[src/rtl/irq_cascade_pkg.sv]
package irq_cascade_pkg;
    typedef enum logic [2:0] {
        A_TOP_EN   = 3'd0,
        A_TOP_STS  = 3'd1,
        A_GPIO_EN  = 3'd2,
        A_GPIO_STS = 3'd3,
        A_CTRL     = 3'd4
    } reg_addr_e;

    typedef enum logic [1:0] {
        S_IDLE,
        S_LEVEL,
        S_PULSE,
        S_HOLD
    } out_state_e;

    typedef struct packed {
        logic pol;
        logic pulse;
        logic gen;
    } ctrl_t;
endpackage

[src/rtl/irq_edge_det.sv]
module irq_edge_det #(
    parameter int W = 8
) (
    input  logic         clk_i,
    input  logic         rst_ni,
    input  logic [W-1:0] lvl_i,
    output logic [W-1:0] rise_o
);
    logic [W-1:0] prev_q;

    always_ff @(posedge clk_i or negedge rst_ni) begin
        if (!rst_ni) prev_q <= '0;
        else         prev_q <= lvl_i;
    end

    assign rise_o = lvl_i & ~prev_q;
endmodule

[src/rtl/irq_status_bank.sv]
module irq_status_bank #(
    parameter int W = 8
) (
    input  logic         clk_i,
    input  logic         rst_ni,
    input  logic [W-1:0] set_i,
    input  logic [W-1:0] clr_i,
    output logic [W-1:0] sts_o
);
    for (genvar i = 0; i < W; i++) begin : g_bit
        always_ff @(posedge clk_i or negedge rst_ni) begin
            if (!rst_ni)       sts_o[i] <= 1'b0;
            else if (set_i[i]) sts_o[i] <= 1'b1;
            else if (clr_i[i]) sts_o[i] <= 1'b0;
        end
    end

    // a set on the same edge as a clear leaves the bit at 1
    p_set_wins_r4: assert property (@(posedge clk_i) disable iff (!rst_ni)
        (set_i != '0) |=> ((sts_o & $past(set_i)) == $past(set_i)));

    // a clear with no set leaves the bit at 0
    p_w1c_clears_r4: assert property (@(posedge clk_i) disable iff (!rst_ni)
        ((clr_i & ~set_i) != '0) |=> ((sts_o & $past(clr_i & ~set_i)) == '0));
endmodule

[src/rtl/irq_out_fsm.sv]
module irq_out_fsm
    import irq_cascade_pkg::*;
#(
    parameter int PULSE_CYC = 25,
    localparam int CW = $clog2(PULSE_CYC + 1)
) (
    input  logic clk_i,
    input  logic rst_ni,
    input  logic gen_i,
    input  logic pulse_mode_i,
    input  logic pol_i,
    input  logic pend_i,
    output logic irq_o
);
    out_state_e     state_q, state_d;
    logic [CW-1:0]  cnt_q;
    logic           active;

    always_comb begin
        state_d = state_q;
        unique case (state_q)
            S_IDLE:  if (gen_i && pend_i) state_d = pulse_mode_i ? S_PULSE : S_LEVEL;
            S_LEVEL: if (!(gen_i && pend_i)) state_d = S_IDLE;
                     else if (pulse_mode_i)  state_d = S_HOLD;
            S_PULSE: if (!gen_i)                         state_d = S_IDLE;
                     else if (cnt_q == CW'(PULSE_CYC-1)) state_d = S_HOLD;
            S_HOLD:  if (!(gen_i && pend_i)) state_d = S_IDLE;
                     else if (!pulse_mode_i) state_d = S_LEVEL;
            default: state_d = S_IDLE;
        endcase
    end

    always_ff @(posedge clk_i or negedge rst_ni) begin
        if (!rst_ni) begin
            state_q <= S_IDLE;
            cnt_q   <= '0;
        end else begin
            state_q <= state_d;
            cnt_q   <= (state_q == S_PULSE) ? cnt_q + 1'b1 : '0;
        end
    end

    always_comb begin
        active = (state_q == S_LEVEL) || (state_q == S_PULSE);
        irq_o  = pol_i ? active : ~active;
    end

    // a dropped global enable makes the line inactive on the next edge
    p_gen_off_r9: assert property (@(posedge clk_i) disable iff (!rst_ni)
        !gen_i |=> !active);

    // level mode with enable and a pending request drives active
    p_level_on_r7: assert property (@(posedge clk_i) disable iff (!rst_ni)
        (gen_i && pend_i && !pulse_mode_i) |=> active);

    // no second pulse while requests stay pending
    p_no_repulse_r8: assert property (@(posedge clk_i) disable iff (!rst_ni)
        (state_q == S_HOLD && gen_i && pend_i && pulse_mode_i) |=> (state_q == S_HOLD));

    // the pulse never runs past its length
    p_pulse_len_r8: assert property (@(posedge clk_i) disable iff (!rst_ni)
        (state_q == S_PULSE) |-> (cnt_q < CW'(PULSE_CYC)));
endmodule

[src/rtl/irq_cascade_ctrl.sv]
module irq_cascade_ctrl
    import irq_cascade_pkg::*;
#(
    parameter int N_MOD    = 8,
    parameter int N_GPIO   = 16,
    parameter int CLK_MHZ  = 100,
    parameter int PULSE_NS = 250,
    localparam int N_TOP   = N_MOD + 1,
    localparam int DW_A    = (N_GPIO > N_TOP) ? N_GPIO : N_TOP,
    localparam int DW      = (DW_A > 3) ? DW_A : 3
) (
    input  logic              clk_i,
    input  logic              rst_ni,
    input  logic              wr_en_i,
    input  logic [2:0]        addr_i,
    input  logic [DW-1:0]     wdata_i,
    output logic [DW-1:0]     rdata_o,
    input  logic [N_MOD-1:0]  mod_ev_i,
    input  logic [N_GPIO-1:0] gpio_ev_i,
    output logic              irq_o
);
    localparam int GBIT      = N_MOD;
    localparam int PULSE_CYC = (CLK_MHZ * PULSE_NS + 999) / 1000;

    logic [N_TOP-1:0]  top_en_q, top_sts, top_set, top_clr;
    logic [N_GPIO-1:0] gpio_en_q, gpio_sts, gpio_set, gpio_clr, gpio_rise;
    logic [N_MOD-1:0]  mod_rise;
    ctrl_t             ctrl_q;
    logic              gpio_pend, top_pend;

    always_ff @(posedge clk_i or negedge rst_ni) begin
        if (!rst_ni) begin
            top_en_q  <= '0;
            gpio_en_q <= '0;
            ctrl_q    <= '0;
        end else if (wr_en_i) begin
            if (addr_i == A_TOP_EN)  top_en_q  <= wdata_i[N_TOP-1:0];
            if (addr_i == A_GPIO_EN) gpio_en_q <= wdata_i[N_GPIO-1:0];
            if (addr_i == A_CTRL)    ctrl_q    <= wdata_i[2:0];
        end
    end

    irq_edge_det #(.W(N_MOD)) u_mod_edge (
        .clk_i(clk_i), .rst_ni(rst_ni), .lvl_i(mod_ev_i), .rise_o(mod_rise));
    irq_edge_det #(.W(N_GPIO)) u_gpio_edge (
        .clk_i(clk_i), .rst_ni(rst_ni), .lvl_i(gpio_ev_i), .rise_o(gpio_rise));

    assign gpio_set  = gpio_rise & gpio_en_q;
    assign gpio_clr  = (wr_en_i && addr_i == A_GPIO_STS) ? wdata_i[N_GPIO-1:0] : '0;
    assign gpio_pend = |(gpio_sts & gpio_en_q);

    irq_status_bank #(.W(N_GPIO)) u_gpio_sts (
        .clk_i(clk_i), .rst_ni(rst_ni), .set_i(gpio_set), .clr_i(gpio_clr), .sts_o(gpio_sts));

    assign top_set  = {gpio_pend & top_en_q[GBIT], mod_rise & top_en_q[N_MOD-1:0]};
    assign top_clr  = (wr_en_i && addr_i == A_TOP_STS) ? wdata_i[N_TOP-1:0] : '0;
    assign top_pend = |(top_sts & top_en_q);

    irq_status_bank #(.W(N_TOP)) u_top_sts (
        .clk_i(clk_i), .rst_ni(rst_ni), .set_i(top_set), .clr_i(top_clr), .sts_o(top_sts));

    irq_out_fsm #(.PULSE_CYC(PULSE_CYC)) u_out (
        .clk_i(clk_i), .rst_ni(rst_ni), .gen_i(ctrl_q.gen), .pulse_mode_i(ctrl_q.pulse),
        .pol_i(ctrl_q.pol), .pend_i(top_pend), .irq_o(irq_o));

    always_comb begin
        rdata_o = '0;
        case (addr_i)
            A_TOP_EN:   rdata_o = DW'(top_en_q);
            A_TOP_STS:  rdata_o = DW'(top_sts);
            A_GPIO_EN:  rdata_o = DW'(gpio_en_q);
            A_GPIO_STS: rdata_o = DW'(gpio_sts);
            A_CTRL:     rdata_o = DW'(ctrl_q);
            default:    rdata_o = '0;
        endcase
    end

    // an enabled pending pin raises the summary bit on the next edge
    p_gpio_summary_r5: assert property (@(posedge clk_i) disable iff (!rst_ni)
        (top_en_q[GBIT] && gpio_pend) |=> top_sts[GBIT]);

    // a disabled module source never sets its status bit
    p_mod_gated_r3: assert property (@(posedge clk_i) disable iff (!rst_ni)
        ($past(top_sts[N_MOD-1:0]) == '0 && !$past(wr_en_i) &&
         (top_sts[N_MOD-1:0] & ~$past(top_en_q[N_MOD-1:0])) != '0) |-> 1'b0);
endmodule

[config.mk]
export PLATFORM = sky130hd
export DESIGN_NAME = irq_cascade_ctrl
export DESIGN_NICKNAME = d
export VERILOG_FILES = /design/src/rtl/irq_cascade_pkg.sv /design/src/rtl/irq_edge_det.sv /design/src/rtl/irq_status_bank.sv /design/src/rtl/irq_out_fsm.sv /design/src/rtl/irq_cascade_ctrl.sv
export SDC_FILE = /design/constraint.sdc
export NUM_CORES = 1
export LEC_CHECK = 0
export BUFFER_PORTS_ARGS = -buffer_cell sky130_fd_sc_hd__buf_2
export CORE_MARGIN = 5
export CORE_UTILIZATION = 56
export CTS_CLUSTER_DIAMETER = 30
export CTS_CLUSTER_SIZE = 40
export DETAILED_ROUTE_END_ITERATION = 8
export GPL_TIMING_DRIVEN = 0
export PLACE_DENSITY = 0.79
export SLEW_MARGIN = 20
export SYNTH_ARGS = -nofsm -noshare
export SYNTH_HDL_FRONTEND = slang
export SYNTH_SLANG_ARGS = --single-unit
[constraint.sdc]
create_clock -name clk_i -period 2.3 [get_ports clk_i]
set_clock_uncertainty 0.1 [all_clocks]
set_input_delay 0.23 -clock clk_i [delete_from_list [all_inputs] [get_ports clk_i]]
set_output_delay 0.23 -clock clk_i [all_outputs]
set_load 0.05 [all_outputs]
==> results by group, run 1 <==
Timing
  – Tmin final: 2.02 ns
  – RSZ-0062 raised after global routing: no
  – Final Cycle Share: 88.0%
  – Final TNS setup: 0 ns
  – Max frequency: 494 MHz
  – Worst slew pin tran: 0.541 ns
  – Final Setup Violations: 0
  – Final Hold Fails: 0
  – Tightest slew margin relative to the limit: 63.9%
  – Max Slew Vio Count: 0

Clock network
  – Clock root buffer: clkbuf_8
  – CTS tree: done
  – Post-CTS Setup Inserts: 0
  – CTS Buffer Depth: 2
  – Clk sinks: 84
  – H-tree depth: 3
  – Clock Pin Slew Worst Setup and Hold Paths: 0.08 ns
  – Total CTS buffers: 9
  – Worst skew pair latency: 0.35 ns

Place
  – Port Buf Inserts: 61
  – Routability cong.: 0.790
  – Final HPWL DP: 5990 µm

Yosys
  – #FFs+latches synth: 84
  – Seq/Total Area, Yosys: 55.9%
  – Synthesis Warnings: 0
  – Mean Syn Cell Area: 12.6 µm²
  – Largest area contributor in the netlist: dfrtp_1
  – Main area contributors after synthesis: dfrtp_1, mux2_2, a32o_1, nand2_1, mux4_2
  – Mapped Nets: 352
  – Netlist cell types: 36
  – Number of flops mapped to enable cells by yosys: 0
  – Syn Inst Count: 299
  – Top cell type's share of synthesized area: 55.9%
  – Share of flip-flops with an asynchronous set or reset: 100%
  – Ys flop type: dfrtp_1
  – Post-Syn Area: 3760 µm²

Worst setup path
  – Worst Path Buf+Inv: 0
  – CP max stage cell: a222oi_1
  – Worst-path cell chain: a222oi_1, nand3_1, o2111ai_2, o221ai_2, mux2_4
  – Delay of the slowest critical-path stage: 0.44 ns
  – Critical Path AT: 2.16 ns
  – Flop2flop setup slack: 0.28 ns
  – Crit path max fanout: 4
  – CP Launch Type: register
  – CP top delay family: compound AO/OA/AOI/OAI gates
  – WP data required: 2.43 ns
  – CP Class: register to register
  – Crit. End Element: register

GRT
  – Vias in the first global route: 3,090
  – Initial antenna violation count: 0
  – Overflow after GRT: 0
  – Global-route usage over all layers: 22.9%
  – Pin count of the biggest net entering global routing: 61
  – First-pass GRT wire length: 15,200 µm

Route
  – DRT antenna net count: 0
  – Detailed Route WL: 8890 µm
  – First-pass DRT Iterations: 4
  – First DRT Iteration DRCs: 159
  – Vias/cell: 5.85
  – Vias: 2,798
  – Routed WL per cell: 18.6 µm
  – # DRC: 0

Power
  – Max IR drop VDD: 0.560 mV
  – Leakage: 2.15 nW
  – PD cells: 932 nW/µm²

Final layout
  – Util after Layout: 72.6%
  – Most frequent cells in the layout: dfrtp_1, buf_2, mux2_2, nand2_1, inv_1
  – Nets@finish: 450
  – P&R area growth vs syn: 24.1%
  – Share of cells above drive strength 1: 30.7%
  – Most common cell after layout, fill and taps aside: dfrtp_1
  – ANT cells: 0
  – Fillers: 431

Die
  – Initial core utilization: 58.5%
  – Chip Width: 91.9 µm
  – Chip height: 91.9 µm
  – Number of placement rows: 29
  – Die area: 8450 µm²
  – IO Count: 63
  – Core ar.: 6420 µm²

Status
  – Status: finished clean

Hold path
  – Worst hold path class: input pin to register

Flow run
  – Total of max-cap violations: 0
-- layer usage --
layer	share of wire [%]	vias to the layer above	routed length [µm]	track usage [%]
li1	-	1276	-	-
met2	50	87	4450	38.6
met3	5.5	16	490	4.75
met1	43	1419	3810	30.1
met5	0	-	0	0
met4	1.5	0	135	7.18
-- path summary, 6_finish.rpt --
path / from / to / cells past startpoint
setup / recovery: top_en_q[4]$_DFFE_PN0P_ / u_out.state_q[0]$_DFFE_PN0P_ / 5
hold / removal: wdata_i[11] / gpio_en_q[11]$_DFFE_PN0P_ / 2
setup reg to reg: top_en_q[4]$_DFFE_PN0P_ / u_out.state_q[0]$_DFFE_PN0P_ / 5
hold reg to reg: u_gpio_edge.prev_q[14]$_DFF_PN0_ / u_gpio_sts.sts_o[14]$_DFFE_PN0P_ / 1
max in group asynchronous: rst_ni / u_top_sts.sts_o[0]$_DFFE_PN0P_ / 3
min in group asynchronous: rst_ni / u_gpio_edge.prev_q[3]$_DFF_PN0_ / 2
-- state kept, by name (all words and copies together), names as in the netlist --
| register | cells |
|---|---|
| gpio_en_q | 16 |
| u_top_sts.sts_o | 9 |
| top_en_q | 9 |
| u_gpio_sts.sts_o | 16 |
| u_out.state_q | 2 |
| ctrl_q | 3 |
| u_mod_edge.prev_q | 8 |
| u_out.cnt_q | 5 |
| u_gpio_edge.prev_q | 16 |
-- synth_stat cells, types with 4 or more instances --
master     n
a32o_1    23
mux2i_1    9
clkbuf_1   5
dfrtp_1   84
inv_1     27
a22oi_1    8
a22o_1     6
mux4_2     5
buf_2      5
a221oi_1   4
nor2b_1   11
and2_1     5
ha_1       7
mux2_2    31
nand2_1   31
nor2_1    11
-- what timing repair did --
action | 4_1_cts | 5_1_grt
endpoints found under the setup margin | 0 | 1
hold buffers | 25 | 0
hold endpoints to repair | 48 | 0
gates resized for setup | 0 | 2
-- cells by family after synthesis --
logic type	count (synthesis)	share of synthesized area, %
buf+inv	37	3.86
compound gates	52	12.6
simple gates	68	8.56
fa+ha+maj	7	2.33
flops	84	55.9
xor+xnor	4	0.933
mux	47	15.8
-- per-stage QoR --
| step | instance area, µm² | worst slack (ns) | power [mW] | std cells | hold slack (ns) |
|---|---|---|---|---|---|
| 5_1_grt | 4660 | 0.186 | 4.59 | 478 | 0.0211 |
| 3_5_place_dp | 4190 | 0.128 | 3.16 | 438 | 0.0644 |
| 4_1_cts | 4660 | 0.126 | 4.36 | 478 | 0.0143 |
| 3_3_place_gp | 4160 | 0.182 | 3.11 | 437 | 0.253 |
| 6_report | 4660 | 0.277 | 4.35 | 478 | 0.0237 |
| 2_1_floorplan | 3760 | 0.266 | 2.82 | 299 | -0.166 |
-- power by group --
| group | internal (mW) | switching (mW) | total, mW |
|---|---|---|---|
| Clock | 0.663 | 0.507 | 1.17 |
| Sequential | 1.74 | 0.253 | 1.99 |
| Combinational | 0.557 | 0.627 | 1.18 |
| Total | 2.96 | 1.39 | 4.35 |
-- cell type report --
class / instances / area [µm²] / area share (%)
plain buffers: 10 / 45.0 / 0.966
multi-input cells: 178 / 1510 / 32.4
flip-flops and latches: 84 / 2100 / 45.1
clock buffers: 11 / 151 / 3.25
inverters: 27 / 101 / 2.17
well taps: 77 / 96.3 / 2.07
repair buffers: 87 / 586 / 12.6
clock inverters: 4 / 72.6 / 1.56
Power figures use the tool's default switching activity.
==> inputs of run 2 (changes only) <==
Settings changed: BUFFER_PORTS_ARGS -buffer_cell sky130_fd_sc_hd__buf_2 to -buffer_cell sky130_fd_sc_hd__buf_4, CORE_ASPECT_RATIO set to 0.8, SKIP_CTS_REPAIR_TIMING set to 1.
==> run 2 against run 1 <==
  * Clock power down 20%
  * Hold slack got worse by 0.0018 ns
  * Clock-buffer cell count stayed put
  * Via count fell by 0.96%
  * First-iteration DRC count rose by 9.4%
  * Wire length decreased by 1.1%
  * Core utilization grew 1.3 points
  * Largest cell class unchanged
  * Cell count rose by 1.7%
  * Sequential share of layout area shrank 0.94 points
  * Cell area is 2.1% higher
  * Critical path depth unchanged
  * Register-to-register slack improved by 0.08 ns
==> results by group, run 2 (synthesized netlist as in run 1, its figures left out) <==
Power
  – Max IR drop VDD: 0.557 mV
  – Power Total: 4.17 mW
  – PD cells: 875 nW/µm²
  – Leakage: 2.16 nW

Place
  – Final HPWL DP: 6110 µm
  – Port Buf Inserts: 61
  – Dpl cell area: 4320 µm²
  – Routability cong.: 0.770
  – # placed instances: 444
  – Placement Setup Slack: 0.215 ns

Timing
  – Max Slew Vio Count: 0
  – Max frequency: 476 MHz
  – Final TNS setup: 0 ns
  – Tightest slew margin relative to the limit: 50.5%
  – Worst slew pin tran: 0.743 ns
  – RSZ-0062 raised after global routing: no
  – Final Setup Violations: 0
  – Tightest hold margin: 0.0219 ns
  – Final Cycle Share: 91.2%
  – Final Hold Fails: 0
  – Tmin final: 2.10 ns
  – Final WS setup: 0.201 ns

GRT
  – First-pass GRT wire length: 14,000 µm
  – Initial antenna violation count: 0
  – Overflow after GRT: 0
  – Pin count of the biggest net entering global routing: 85
  – Vias in the first global route: 2,823
  – Global-route usage over all layers: 21.4%

Worst setup path
  – CP Class: input pin to primary output
  – WP data required: 1.97 ns
  – Crit. End Element: primary output
  – CP Launch Type: input pin
  – Flop2flop setup slack: 0.36 ns
  – Crit path max fanout: 10
  – Critical Path AT: 1.77 ns
  – Worst reg2reg path depth: 5
  – Worst reg2reg endpoint: u_out.state_q[0]$_DFFE_PN0P_
  – Reg2reg start: top_en_q[4]$_DFFE_PN0P_

Clock network
  – Clk sinks: 84
  – Worst skew pair latency: 0.35 ns
  – H-tree depth: 3
  – CTS tree: done
  – CTS Buffer Depth: 2
  – Total CTS buffers: 9
  – Clock Pin Slew Worst Setup and Hold Paths: 0.08 ns
  – Clock root buffer: clkbuf_8

Final layout
  – Fin cells: 486
  – Most frequent cells in the layout: dfrtp_1, buf_4, mux2_2, nand2_1, inv_1
  – P&R area growth vs syn: 26.8%
  – Util after Layout: 74.0%
  – Most common cell after layout, fill and taps aside: dfrtp_1
  – Share of cells above drive strength 1: 30.1%
  – ANT cells: 0
  – Nets@finish: 450
  – Final Instance Area: 4760 µm²
  – Largest registers: gpio_en_q (16), u_gpio_edge.prev_q (16), u_gpio_sts.sts_o (16)

Hold path
  – Hold endpoint: gpio_en_q[10]$_DFFE_PN0P_
  – HP Start: wdata_i[10]
  – Cell depth of the worst hold path: 2
  – Worst hold path class: input pin to register

Die
  – IO Count: 63
  – Chip Width: 102 µm
  – Core ar.: 6440 µm²
  – Chip height: 83.3 µm
  – Number of placement rows: 26
  – Die area: 8460 µm²
  – Initial core utilization: 58.3%

Flow run
  – Total of max-cap violations: 0

Route
  – Vias/cell: 5.70
  – First DRT Iteration DRCs: 174
  – Vias: 2,771
  – # DRC: 0
  – Routed WL per cell: 18.1 µm
  – Detailed Route WL: 8800 µm
  – First-pass DRT Iterations: 4
  – DRT antenna net count: 0

Status
  – Status: finished clean
## run 2: cell count changes in the layout (fill, tap and decap cells not counted), moves of 2 or more
cell,delta
buf_2,-60
buf_4,+59
bufinv_16,-2
clkbuf_1,+2
clkinv_4,+2
## run 2: power by group
part	leakage, nW	internal, mW	switching, mW
registers	0.961	1.74	0.256
clock network	0.0855	0.424	0.516
logic	1.11	0.608	0.625
total	2.16	2.77	1.40
## run 2: worst max-delay path, cell delays in order
cell and delay [ns]:
clkbuf_1 0.30, clkbuf_1 0.48, mux4_2 0.38, nor2b_1 0.16
buf_4 0.22
## run 2: layout make-up
cell class,count,area (µm²)
clock buffers,11,141
repair buffers,87,722
well taps,84,105
plain buffers,10,43.8
multi-input cells,178,1510
inverters,27,101
flip-flops and latches,84,2100
fillers,447,1680
clock inverters,5,37.5
## run 2: layer usage
metal | up-vias | wire length [µm] | track usage (%)
met4 | 0 | 93 | 5.43
met2 | 102 | 4140 | 33.0
li1 | 1281 | - | -
met1 | 1380 | 3870 | 30.1
met3 | 8 | 691 | 5.44
met5 | - | 0 | 0
## run 2: worst max path at each step
stage              start          end  slack (ns)  cells past startpoint
6_report       addr_i[1]   rdata_o[8]        0.20                      5
3_3_place_gp   addr_i[1]   rdata_o[8]        0.23                      5
4_1_cts        addr_i[1]   rdata_o[8]        0.21                      5
3_5_place_dp   addr_i[1]   rdata_o[8]        0.21                      5
5_1_grt        addr_i[1]  rdata_o[13]        0.06                      5
2_1_floorplan  addr_i[1]   rdata_o[6]        0.27                      4
==> inputs of run 3 (changes only) <==
Settings changed: CELL_PAD_IN_SITES_DETAIL_PLACEMENT set to 1, CELL_PAD_IN_SITES_GLOBAL_PLACEMENT set to 1, CORE_UTILIZATION 56 to 45, PLACE_DENSITY 0.79 to not set, PLACE_DENSITY_LB_ADDON set to 0.1.
==> run 3 against run 2 <==
  * Sequential share of layout area down 0.76 points
  * Critical path depth shrank 2
  * Clock power rose by 17%
  * First-iteration DRC count decreased by 36%
  * Register-to-register slack gained 0.05 ns
  * Largest cell class unchanged
  * Global-route usage down 1.4 points
  * Combinational power about the same
  * Hold slack worse by 0.0070 ns
  * Via count increased by 0.76%
  * Die area increased by 22%
  * Setup slack gained 0.12 ns
  * Sequential cell count is the same
==> results by group, run 3 (synthesized netlist as in run 1, its figures left out) <==
Timing
  – Worst slew pin tran: 0.760 ns
  – RSZ-0062 raised after global routing: no
  – Max frequency: 506 MHz
  – Final Hold Fails: 0
  – Final TNS setup: 0 ns
  – Max Slew Vio Count: 0
  – Tmin final: 1.98 ns
  – Final Cycle Share: 85.9%
  – Tightest slew margin relative to the limit: 49.4%
  – Final WS setup: 0.323 ns
  – Final Setup Violations: 0

Route
  – # DRC: 0
  – First DRT Iteration DRCs: 112
  – Routed WL per cell: 19.1 µm
  – Vias/cell: 5.45
  – Met1 wire length: 4630 µm
  – DRT antenna net count: 0
  – Detailed Route WL: 9760 µm
  – First-pass DRT Iterations: 5
  – Met2 wire len: 4620 µm
  – Top Metal Used: met4
  – Met3 wire len: 348 µm
  – Vias: 2,792

Final layout
  – Largest registers: gpio_en_q (16), u_gpio_edge.prev_q (16), u_gpio_sts.sts_o (16)
  – ANT cells: 0
  – Most common cell after layout, fill and taps aside: dfrtp_1
  – Most frequent cells in the layout: dfrtp_1, buf_4, mux2_2, nand2_1, dlygate4sd3_1
  – Nets@finish: 452
  – Storage element area: 2100 µm²
  – P&R area growth vs syn: 29.0%
  – Footprint of the multi-input gates: 1510 µm²
  – Fillers: 836
  – Share of cells above drive strength 1: 30.4%

Flow run
  – Total of max-cap violations: 0

Clock network
  – Clock root buffer: clkbuf_8
  – Clk sinks: 84
  – CTS Buffer Depth: 2
  – Worst skew pair latency: 0.36 ns
  – Total CTS buffers: 9
  – Clock Pin Slew Worst Setup and Hold Paths: 0.09 ns
  – CTS tree: done
  – H-tree depth: 3

Worst setup path
  – Worst reg2reg path depth: 5
  – Worst reg2reg endpoint: u_out.state_q[0]$_DFFE_PN0P_
  – CP Class: register to primary output
  – Crit. End Element: primary output
  – CP Launch Type: register
  – Reg2reg start: top_en_q[3]$_DFFE_PN0P_
  – Critical Path AT: 1.65 ns
  – Crit path max fanout: 4
  – WP data required: 1.97 ns
  – Flop2flop setup slack: 0.41 ns

GRT
  – Vias in the first global route: 2,962
  – First-pass GRT wire length: 16,000 µm
  – Pin count of the biggest net entering global routing: 85
  – Global-route usage over all layers: 20.0%
  – Overflow after GRT: 0
  – Initial antenna violation count: 0

Power
  – Max IR drop VDD: 0.413 mV
  – Leakage: 2.19 nW
  – PD cells: 898 nW/µm²

Place
  – Port Buf Inserts: 61
  – Routability cong.: 0.737
  – Placement Setup Slack: 0.0972 ns
  – Final HPWL DP: 6840 µm

Hold path
  – Cell depth of the worst hold path: 2
  – Worst hold path class: input pin to register
  – Hold endpoint: gpio_en_q[14]$_DFFE_PN0P_
  – HP Start: wdata_i[14]

Die
  – Initial core utilization: 46.9%
  – Chip Width: 112 µm
  – Die area: 10,300 µm²
  – Number of placement rows: 29
  – Chip height: 91.7 µm
  – Core ar.: 8020 µm²
  – IO Count: 63

Status
  – Status: finished clean
-- run 3: changes by cell type in the layout (fill, tap and decap cells not counted), sizes merged --
cell,delta
clkinvlp,-1
dlygate4sd3,+2
bufinv,+1
-- run 3: worst max-delay path by stage --
stage | endpoint | slack, ns | cells past startpoint | startpoint
after global routing | rdata_o[15] | 0.18 | 5 | addr_i[1]
after global placement | rdata_o[15] | 0.15 | 5 | addr_i[1]
after floorplan | rdata_o[6] | 0.27 | 4 | addr_i[1]
after CTS | rdata_o[15] | 0.1 | 5 | addr_i[1]
final | rdata_o[7] | 0.32 | 3 | gpio_en_q[7]$_DFFE_PN0P_
after detailed placement | rdata_o[15] | 0.1 | 5 | addr_i[1]
-- run 3: worst max-delay path: stages (launching register included) --
cell and delay, ns:
dfrtp_1 0.44, mux4_2 0.49, nor2b_1 0.15, buf_4 0.21
-- run 3: report_power, final --
group / internal [mW] / switching, mW / total (mW)
registers: 1.74 / 0.269 / 2.01
logic: 0.612 / 0.635 / 1.25
clock network: 0.563 / 0.536 / 1.10
total: 2.91 / 1.44 / 4.35
-- run 3: layer usage --
metal | up-vias | global-route usage, %
met2 | 50 | 31.0
met4 | 0 | 5.81
met5 | - | 0
met3 | 13 | 5.00
met1 | 1441 | 27.9
li1 | 1288 | -
-- run 3: cell type report --
class / count / area share, %
Sequential cell: 84 / 43.4
Timing Repair Buffer: 89 / 15.3
Tap cell: 108 / 2.79
Multi-Input combinational cell: 178 / 31.2
Clock buffer: 11 / 3.12
Inverter: 27 / 2.09
Clock inverter: 5 / 1.24
Buffer: 10 / 0.929
-- run 3: metrics by stage --
step | instance area [µm²] | cells | total power [mW] | hold slack [ns] | util (%)
floorplan | 3760 | 299 | 2.82 | -0.166 | -
global placement | 4350 | 468 | 3.20 | 0.249 | 54.3
detailed placement | 4350 | 468 | 3.25 | 0.251 | 54.3
CTS | 4560 | 484 | 4.36 | -0.138 | 56.9
global route | 4850 | 512 | 4.61 | 0.00115 | 60.4
finish | 4850 | 512 | 4.35 | 0.0150 | 60.4
